[src/rtl/psram_pkg.sv]
`timescale 1ns/1ps
package psram_pkg;

  // Bus sequencing phases
  typedef enum logic [3:0] {
    PH_PWRUP  = 4'd0,
    PH_IDLE   = 4'd1,
    PH_SETUP  = 4'd2,
    PH_AVD    = 4'd3,
    PH_AHOLD  = 4'd4,
    PH_RDATA  = 4'd5,
    PH_RREC   = 4'd6,
    PH_WDATA  = 4'd7,
    PH_WEND   = 4'd8
  } psram_phase_e;

  // Round a picosecond figure up to whole clock cycles, never below one.
  function automatic int ps_to_cycles(input longint unsigned dur_ps,
                                      input int unsigned clk_ps);
    longint unsigned c;
    c = (dur_ps + clk_ps - 1) / clk_ps;
    if (c == 0) c = 1;
    return int'(c);
  endfunction

  // Round down, for upper limits.
  function automatic int ps_to_cycles_floor(input longint unsigned dur_ps,
                                            input int unsigned clk_ps);
    return int'(dur_ps / clk_ps);
  endfunction

  function automatic int max_of(input int a, input int b);
    return (a > b) ? a : b;
  endfunction

  // Chip select is asserted in these phases.
  function automatic logic phase_selects(input psram_phase_e ph);
    return (ph == PH_SETUP) || (ph == PH_AVD) || (ph == PH_AHOLD) ||
           (ph == PH_RDATA) || (ph == PH_WDATA);
  endfunction

  // Address is presented on the shared lines in these phases.
  function automatic logic phase_addr(input psram_phase_e ph);
    return (ph == PH_SETUP) || (ph == PH_AVD) || (ph == PH_AHOLD);
  endfunction

endpackage

[src/rtl/psram_pwrup_wait.sv]
`timescale 1ns/1ps
module psram_pwrup_wait #(
  parameter int WAIT_CYC = 40000
) (
  input  logic clk,
  input  logic rst_n,
  output logic done
);
  localparam int CW = $clog2(WAIT_CYC + 1) + 1;
  localparam logic [CW-1:0] LIMIT = CW'(WAIT_CYC);

  logic [CW-1:0] cnt_q;

  assign done = (cnt_q == LIMIT);

  always_ff @(posedge clk or negedge rst_n) begin
    if (!rst_n)      cnt_q <= '0;
    else if (!done)  cnt_q <= cnt_q + 1'b1;
  end
endmodule

[src/rtl/psram_phase_timer.sv]
`timescale 1ns/1ps
module psram_phase_timer #(
  parameter int W = 4
) (
  input  logic         clk,
  input  logic         rst_n,
  input  logic         load,
  input  logic [W-1:0] load_val,
  output logic         expired
);
  logic [W-1:0] cnt_q;

  assign expired = (cnt_q == '0);

  always_ff @(posedge clk or negedge rst_n) begin
    if (!rst_n)          cnt_q <= '0;
    else if (load)       cnt_q <= load_val;
    else if (!expired)   cnt_q <= cnt_q - 1'b1;
  end
endmodule

[src/rtl/psram_bus_fsm.sv]
`timescale 1ns/1ps
module psram_bus_fsm
  import psram_pkg::*;
#(
  parameter int SETUP_CYC    = 2,
  parameter int AVD_LOW_CYC  = 3,
  parameter int AVD_HOLD_CYC = 1,
  parameter int RD_ACC_CYC   = 14,
  parameter int BUS_HZ_CYC   = 3,
  parameter int WR_LOW_CYC   = 9,
  parameter int WR_END_CYC   = 1
) (
  input  logic         clk,
  input  logic         rst_n,
  input  logic         pwr_done,
  input  logic         req_fire,
  input  logic         cur_is_write,
  output psram_phase_e phase,
  output logic         phase_last
);
  localparam int MAXLEN = max_of(max_of(max_of(SETUP_CYC, AVD_LOW_CYC),
                                        max_of(AVD_HOLD_CYC, RD_ACC_CYC)),
                                 max_of(max_of(BUS_HZ_CYC, WR_LOW_CYC),
                                        WR_END_CYC));
  localparam int TW = $clog2(MAXLEN + 1);

  psram_phase_e phase_q, phase_d;
  logic         tmr_load;
  logic [TW-1:0] tmr_val;
  logic         tmr_expired;

  function automatic logic [TW-1:0] phase_len_m1(input psram_phase_e ph);
    int len;
    case (ph)
      PH_SETUP: len = SETUP_CYC;
      PH_AVD:   len = AVD_LOW_CYC;
      PH_AHOLD: len = AVD_HOLD_CYC;
      PH_RDATA: len = RD_ACC_CYC;
      PH_RREC:  len = BUS_HZ_CYC;
      PH_WDATA: len = WR_LOW_CYC;
      PH_WEND:  len = WR_END_CYC;
      default:  len = 1;
    endcase
    return TW'(len - 1);
  endfunction

  always_comb begin
    phase_d = phase_q;
    case (phase_q)
      PH_PWRUP: if (pwr_done)    phase_d = PH_IDLE;
      PH_IDLE:  if (req_fire)    phase_d = PH_SETUP;
      PH_SETUP: if (tmr_expired) phase_d = PH_AVD;
      PH_AVD:   if (tmr_expired) phase_d = PH_AHOLD;
      PH_AHOLD: if (tmr_expired) phase_d = cur_is_write ? PH_WDATA : PH_RDATA;
      PH_RDATA: if (tmr_expired) phase_d = PH_RREC;
      PH_RREC:  if (tmr_expired) phase_d = PH_IDLE;
      PH_WDATA: if (tmr_expired) phase_d = PH_WEND;
      PH_WEND:  if (tmr_expired) phase_d = PH_IDLE;
      default:                   phase_d = PH_IDLE;
    endcase
  end

  assign tmr_load = (phase_d != phase_q);
  assign tmr_val  = phase_len_m1(phase_d);

  psram_phase_timer #(.W(TW)) u_tmr (
    .clk      (clk),
    .rst_n    (rst_n),
    .load     (tmr_load),
    .load_val (tmr_val),
    .expired  (tmr_expired)
  );

  always_ff @(posedge clk or negedge rst_n) begin
    if (!rst_n) phase_q <= PH_PWRUP;
    else        phase_q <= phase_d;
  end

  assign phase      = phase_q;
  assign phase_last = tmr_expired;
endmodule

[src/rtl/psram_mux_ctrl.sv]
`timescale 1ns/1ps
module psram_mux_ctrl
  import psram_pkg::*;
#(
  parameter int ADDR_W       = 18,
  parameter int DATA_W       = 16,
  parameter int CLK_PS       = 5000,
  parameter int PWRUP_CYC    = ps_to_cycles(64'd200_000_000, CLK_PS),
  parameter int SETUP_CYC    = ps_to_cycles(64'd7_000, CLK_PS),
  parameter int AVD_LOW_CYC  = ps_to_cycles(64'd15_000, CLK_PS),
  parameter int AVD_MAX_CYC  = ps_to_cycles_floor(64'd1_000_000, CLK_PS),
  parameter int AVD_HOLD_CYC = ps_to_cycles(64'd5_000, CLK_PS),
  parameter int RD_ACC_CYC   = ps_to_cycles(64'd70_000, CLK_PS),
  parameter int BUS_HZ_CYC   = ps_to_cycles(64'd15_000, CLK_PS),
  parameter int WR_LOW_CYC   = ps_to_cycles(64'd45_000, CLK_PS),
  localparam int HI_W = ADDR_W - DATA_W,
  localparam int BE_W = DATA_W / 8
) (
  input  logic              clk,
  input  logic              rst_n,
  input  logic              req_valid,
  output logic              req_ready,
  input  logic              req_write,
  input  logic [ADDR_W-1:0] req_addr,
  input  logic [DATA_W-1:0] req_wdata,
  input  logic [BE_W-1:0]   req_mask,
  output logic              rd_valid,
  output logic [DATA_W-1:0] rd_data,
  output logic              cs_n,
  output logic              avd_n,
  output logic              oe_n,
  output logic              we_n,
  output logic [BE_W-1:0]   be_n,
  output logic [HI_W-1:0]   addr_hi,
  output logic [DATA_W-1:0] adq_out,
  output logic              adq_oe,
  input  logic [DATA_W-1:0] adq_in
);

  // Named internal events, also used by the bound checker
  logic         pwr_done;
  logic         req_fire;
  psram_phase_e phase;
  logic         phase_last;
  logic         addr_phase;
  logic         rd_phase;
  logic         wr_phase;
  logic         rd_sample;

  // Captured request
  logic              wr_q;
  logic [ADDR_W-1:0] addr_q;
  logic [DATA_W-1:0] wdata_q;
  logic [BE_W-1:0]   mask_q;

  psram_pwrup_wait #(.WAIT_CYC(PWRUP_CYC)) u_pwr (
    .clk   (clk),
    .rst_n (rst_n),
    .done  (pwr_done)
  );

  psram_bus_fsm #(
    .SETUP_CYC    (SETUP_CYC),
    .AVD_LOW_CYC  (AVD_LOW_CYC),
    .AVD_HOLD_CYC (AVD_HOLD_CYC),
    .RD_ACC_CYC   (RD_ACC_CYC),
    .BUS_HZ_CYC   (BUS_HZ_CYC),
    .WR_LOW_CYC   (WR_LOW_CYC),
    .WR_END_CYC   (1)
  ) u_fsm (
    .clk          (clk),
    .rst_n        (rst_n),
    .pwr_done     (pwr_done),
    .req_fire     (req_fire),
    .cur_is_write (wr_q),
    .phase        (phase),
    .phase_last   (phase_last)
  );

  assign req_ready  = (phase == PH_IDLE);
  assign req_fire   = req_valid && req_ready;
  assign addr_phase = phase_addr(phase);
  assign rd_phase   = (phase == PH_RDATA);
  assign wr_phase   = (phase == PH_WDATA);
  assign rd_sample  = rd_phase && phase_last;

  always_ff @(posedge clk or negedge rst_n) begin
    if (!rst_n) begin
      wr_q    <= 1'b0;
      addr_q  <= '0;
      wdata_q <= '0;
      mask_q  <= '0;
    end else if (req_fire) begin
      wr_q    <= req_write;
      addr_q  <= req_addr;
      wdata_q <= req_wdata;
      mask_q  <= req_mask;
    end
  end

  // Bus controls decoded from the registered phase
  assign cs_n    = !phase_selects(phase);
  assign avd_n   = (phase != PH_AVD);
  assign oe_n    = !rd_phase;
  assign we_n    = !wr_phase;
  assign adq_oe  = addr_phase || wr_phase || (phase == PH_WEND);
  assign adq_out = addr_phase ? addr_q[DATA_W-1:0] : wdata_q;
  assign addr_hi = addr_q[ADDR_W-1:DATA_W];

  for (genvar g = 0; g < BE_W; g++) begin : g_lane
    assign be_n[g] = !((rd_phase || wr_phase) && mask_q[g]);
  end

  // Read capture
  always_ff @(posedge clk or negedge rst_n) begin
    if (!rst_n) begin
      rd_valid <= 1'b0;
      rd_data  <= '0;
    end else begin
      rd_valid <= rd_sample;
      if (rd_sample) rd_data <= adq_in;
    end
  end

endmodule

[config.mk]
export PLATFORM = sky130hd
export DESIGN_NAME = psram_mux_ctrl
export DESIGN_NICKNAME = d
export VERILOG_FILES = /design/src/rtl/psram_pkg.sv /design/src/rtl/psram_pwrup_wait.sv /design/src/rtl/psram_phase_timer.sv /design/src/rtl/psram_bus_fsm.sv /design/src/rtl/psram_mux_ctrl.sv
export SDC_FILE = /design/constraint.sdc
export NUM_CORES = 1
export LEC_CHECK = 0
export BUFFER_PORTS_ARGS = -buffer_cell sky130_fd_sc_hd__clkbuf_2
export CAP_MARGIN = 40
export CELL_PAD_IN_SITES_DETAIL_PLACEMENT = 1
export CELL_PAD_IN_SITES_GLOBAL_PLACEMENT = 2
export CORE_ASPECT_RATIO = 1.5
export CORE_MARGIN = 3
export CORE_UTILIZATION = 36
export CTS_BUF_LIST = sky130_fd_sc_hd__clkbuf_8
export CTS_CLUSTER_SIZE = 10
export DETAILED_ROUTE_END_ITERATION = 7
export PLACE_DENSITY = 0.89
export SYNTH_ARGS = -nofsm -noshare
export SYNTH_HDL_FRONTEND = slang
export SYNTH_HIERARCHICAL = 1
export SYNTH_SLANG_ARGS = --single-unit
[constraint.sdc]
create_clock -name clk -period 3.6 [get_ports clk]
set_clock_uncertainty 0.05 [all_clocks]
set_input_delay 0 -clock clk [delete_from_list [all_inputs] [get_ports clk]]
set_output_delay 0 -clock clk [all_outputs]
set_load 0.01 [all_outputs]
==> reports/results.ini <==
[sta]
drv_slew = 0
tightest_slew_ns = 0.796
hold_violations = 0
slew_headroom = 0.469
fmax_mhz = 364
final.period_utilization = 0.764
hold_ws_ns = 0.0696
setup_violations = 0
period_minus_slack_ns = 2.75
setup_tns_ns = 0
rsz0062_at_grt = no

[routing]
drt_iter0_drc = 138
wl_met1_mm = 4.78
wl_mm = 12.1
avgViaCountPerCell = 5.24
dr.pass1.iters = 4
drc = 0
wl_per_cell_um = 18.0
dr_wl_met2_mm = 6.66
drt.antenna.violating_nets = 0
wl_met3_um = 304
top_layer_used = met4
routed-via-count = 3529

[logic_synthesis]
ys_ff_latch = 79
synthCells = 375
ys.warnings.count = 6
netlist-cell-type-count = 50
synth.avg_cell_area_um2 = 11.4
synth_area_um2 = 4290
yosysSeqAreaShare = 0.461
syn_nets = 434
async_reset_ff_frac = 1.00
synth_edf_count = 0
synth-main-ff-cell = dfrtp_1

[power]
swShare = 0.221
total_power_mw = 1.84
cellInternalPower_mw = 1.43
p_seq_frac = 0.489
p_leak_nw = 2.85
switchingPower_mw = 0.407
power.density_nw_per_um2 = 325
comb_power_share = 0.069
peakVddDrop_mv = 0.173
pwr-share-clk = 0.442

[setup_path]
crit_path_end_kind = primary output
cpMostUsedCell = buf_4
cp_slowest_stage_delay_ns = 0.76
cp_cell_sequence = buf_4, nor3b_2, buf_4, a221oi_1, a21oi_1, clkbuf_2
slowest_stage = dfrtp_1
path_class = reg2out
reg2reg_depth = 9
crit_buf_inv = 3
crit_arrival_ns = 2.70
crit_family = buffers and inverters
r2r-start = u_pwr/cnt_q[0]$_DFFE_PN0P_
start_kind = flop
r2r-end = u_fsm/u_tmr/cnt_q[3]$_DFFE_PN0P_
r2r_setup_slack_ns = 0.91
required_ns = 3.55
worstPathMaxFanout = 17

[global_routing]
grtUsageTotal = 0.190
grt_max_degree = 49
grt-ovfl-total = 0
antenna_found_initial = 0
grt_pass1_wl_mm = 20.0
grt_pass1_vias = 4017

[flow_run]
max-cap-violations = 0

[cells_and_area]
n_antenna_cell = 0
area_delta_synth_final_pct = 32.0
final_layout_size_suffix_gt1_frac = 0.361
final_util = 0.489
nNetsFinal = 577
fin_area_um2 = 5660

[floorplan]
start_util = 0.370
core_area_um2 = 11600
die-area_um2 = 13300
die_w_um = 95.2
io_pins = 99
rows = 48
die_h_um = 140

[clock_tree]
cts_buffer_depth = 2
clk_latency_ns = 0.37
cts.clk_slew.worst_paths_ns = 0.10
cts_tree = yes
cts_resized = 0
htree_levels = 3
clock-root-buffer = clkbuf_8
postCtsSetupBuffers = 0
numCtsBuffers = 9
clock_sinks = 79

[outcome]
status = complete, no violations

[place]
place_congestion = 0.777
io_buffers = 98
placed_area_um2 = 4880
hpwl_mm = 8.04

[hold_path]
hold_path.class = in2async

[metrics by stage]
step                cells  setup slack, ns
floorplan             375             1.08
global placement      602            0.997
detailed placement    603            0.873
CTS                   673            0.831
global route          673            0.623
finish                673            0.851
[synthesized netlist by cell type, types with 2 or more instances]
cell	number	area share
buf_1	3	0.0026
nand4_1	3	0.0044
a31oi_1	2	0.0029
a21o_1	16	0.028
buf_2	7	0.0082
ha_1	3	0.0087
o21ai_0	6	0.0070
nor2b_1	2	0.0029
buf_4	5	0.0087
a21oi_1	34	0.040
mux2i_1	3	0.0070
xor2_1	7	0.014
xnor2_1	12	0.024
o21a_1	16	0.028
buf_6	5	0.013
mux2_2	37	0.097
a221oi_1	16	0.033
and3_1	2	0.0029
a221o_1	2	0.0047
nor2_1	15	0.013
inv_1	10	0.0087
nand2_1	17	0.015
nand3_1	14	0.016
nor3_1	7	0.0082
dfrtp_1	79	0.46
clkbuf_1	7	0.0061
mux2_4	20	0.070
nand2b_1	3	0.0044
[placed cells by master (no fill, tap or decap), drive strengths merged, types with 3 or more instances in the layout]
cell type	count
nor3	7
a221oi	16
bufinv	3
mux2	58
clkbuf	106
nand2b	3
o21ai	7
mux2i	3
xnor2	12
buf	9
nor3b	3
ha	3
xor2	7
nand2	17
a21o	16
nand4	3
o21a	16
dlygate4sd3	54
a21oi	34
dfrtp	79
inv	13
nand3	14
nor2	15
[area by class of cell]
cell class	count	area, um^2
multi-input cells	258	2100
repair buffers	160	1110
clock inverters	7	119
flip-flops and latches	79	1980
inverters	10	37.5
fillers	1304	5930
well taps	150	188
clock buffers	9	124
[worst register-to-register path: stages (launching register included)]
cell and delay, ns:
dfrtp_1 0.44, inv_1 0.08, ha_1 0.13, or4b_4 0.47, nor4_1 0.40, nand2_1 0.10
o22ai_1 0.15, o31a_1 0.34, nor3_1 0.10, a221o_1 0.33
[routing by layer]
layer | vias up | track usage
met5 | - | 0
met4 | 0 | 0.0829
met3 | 29 | 0.0265
met2 | 63 | 0.356
met1 | 1797 | 0.205
li1 | 1640 | -
[how the worst max path moves through the flow]
stage,from,endpoint,slack (ns),depth (start not counted)
after floorplan,u_pwr/cnt_q[0]$_DFFE_PN0P_,u_fsm/u_tmr/cnt_q[3]$_DFFE_PN0P_,1.08,10
after global placement,u_pwr/cnt_q[0]$_DFFE_PN0P_,u_fsm/u_tmr/cnt_q[3]$_DFFE_PN0P_,1.0,9
after detailed placement,u_pwr/cnt_q[0]$_DFFE_PN0P_,u_fsm/u_tmr/cnt_q[3]$_DFFE_PN0P_,0.87,9
after CTS,u_fsm/phase[2]$_DFF_PN0_,adq_out[14],0.83,6
after global routing,u_pwr/cnt_q[0]$_DFFE_PN0P_,u_fsm/u_tmr/cnt_q[3]$_DFFE_PN0P_,0.62,9
final,u_fsm/phase[2]$_DFF_PN0_,adq_out[14],0.85,6
[flip-flops by register name (all words and copies together), names as in the netlist]
signal and count:
u_fsm/u_tmr/cnt_q 4, rd_data 16, rd_valid 1, addr_q 18, wr_q 1, mask_q 2
wdata_q 16, u_pwr/cnt_q 17, u_fsm/phase 4
[cell families after synthesis]
group                    after synthesis  synth area share
XOR/XNOR                              19            0.0388
adder cells (fa/ha/maj)                3           0.00875
flip-flops                            79             0.461
AO/OA/AOI/OAI                        100             0.162
buffers and inverters                 38            0.0499
multiplexers                          61             0.177
AND/OR/NAND/NOR                       75             0.103
[power groups by stage]
stage,Sequential [mW],Combinational [mW],Clock (mW)
3_3_place_gp,0.917,0.0721,0
4_1_cts,0.901,0.126,0.840
6_report,0.901,0.126,0.814
2_1_floorplan,0.922,0.00862,0
3_5_place_dp,0.919,0.0785,0
5_1_grt,0.903,0.138,0.869
[repair_timing]
item | CTS | global route
hold buffers | 54 | 0
endpoints found under the hold margin | 132 | 0
setup endpoints to repair | 0 | 0
Power figures use the tool's default switching activity.
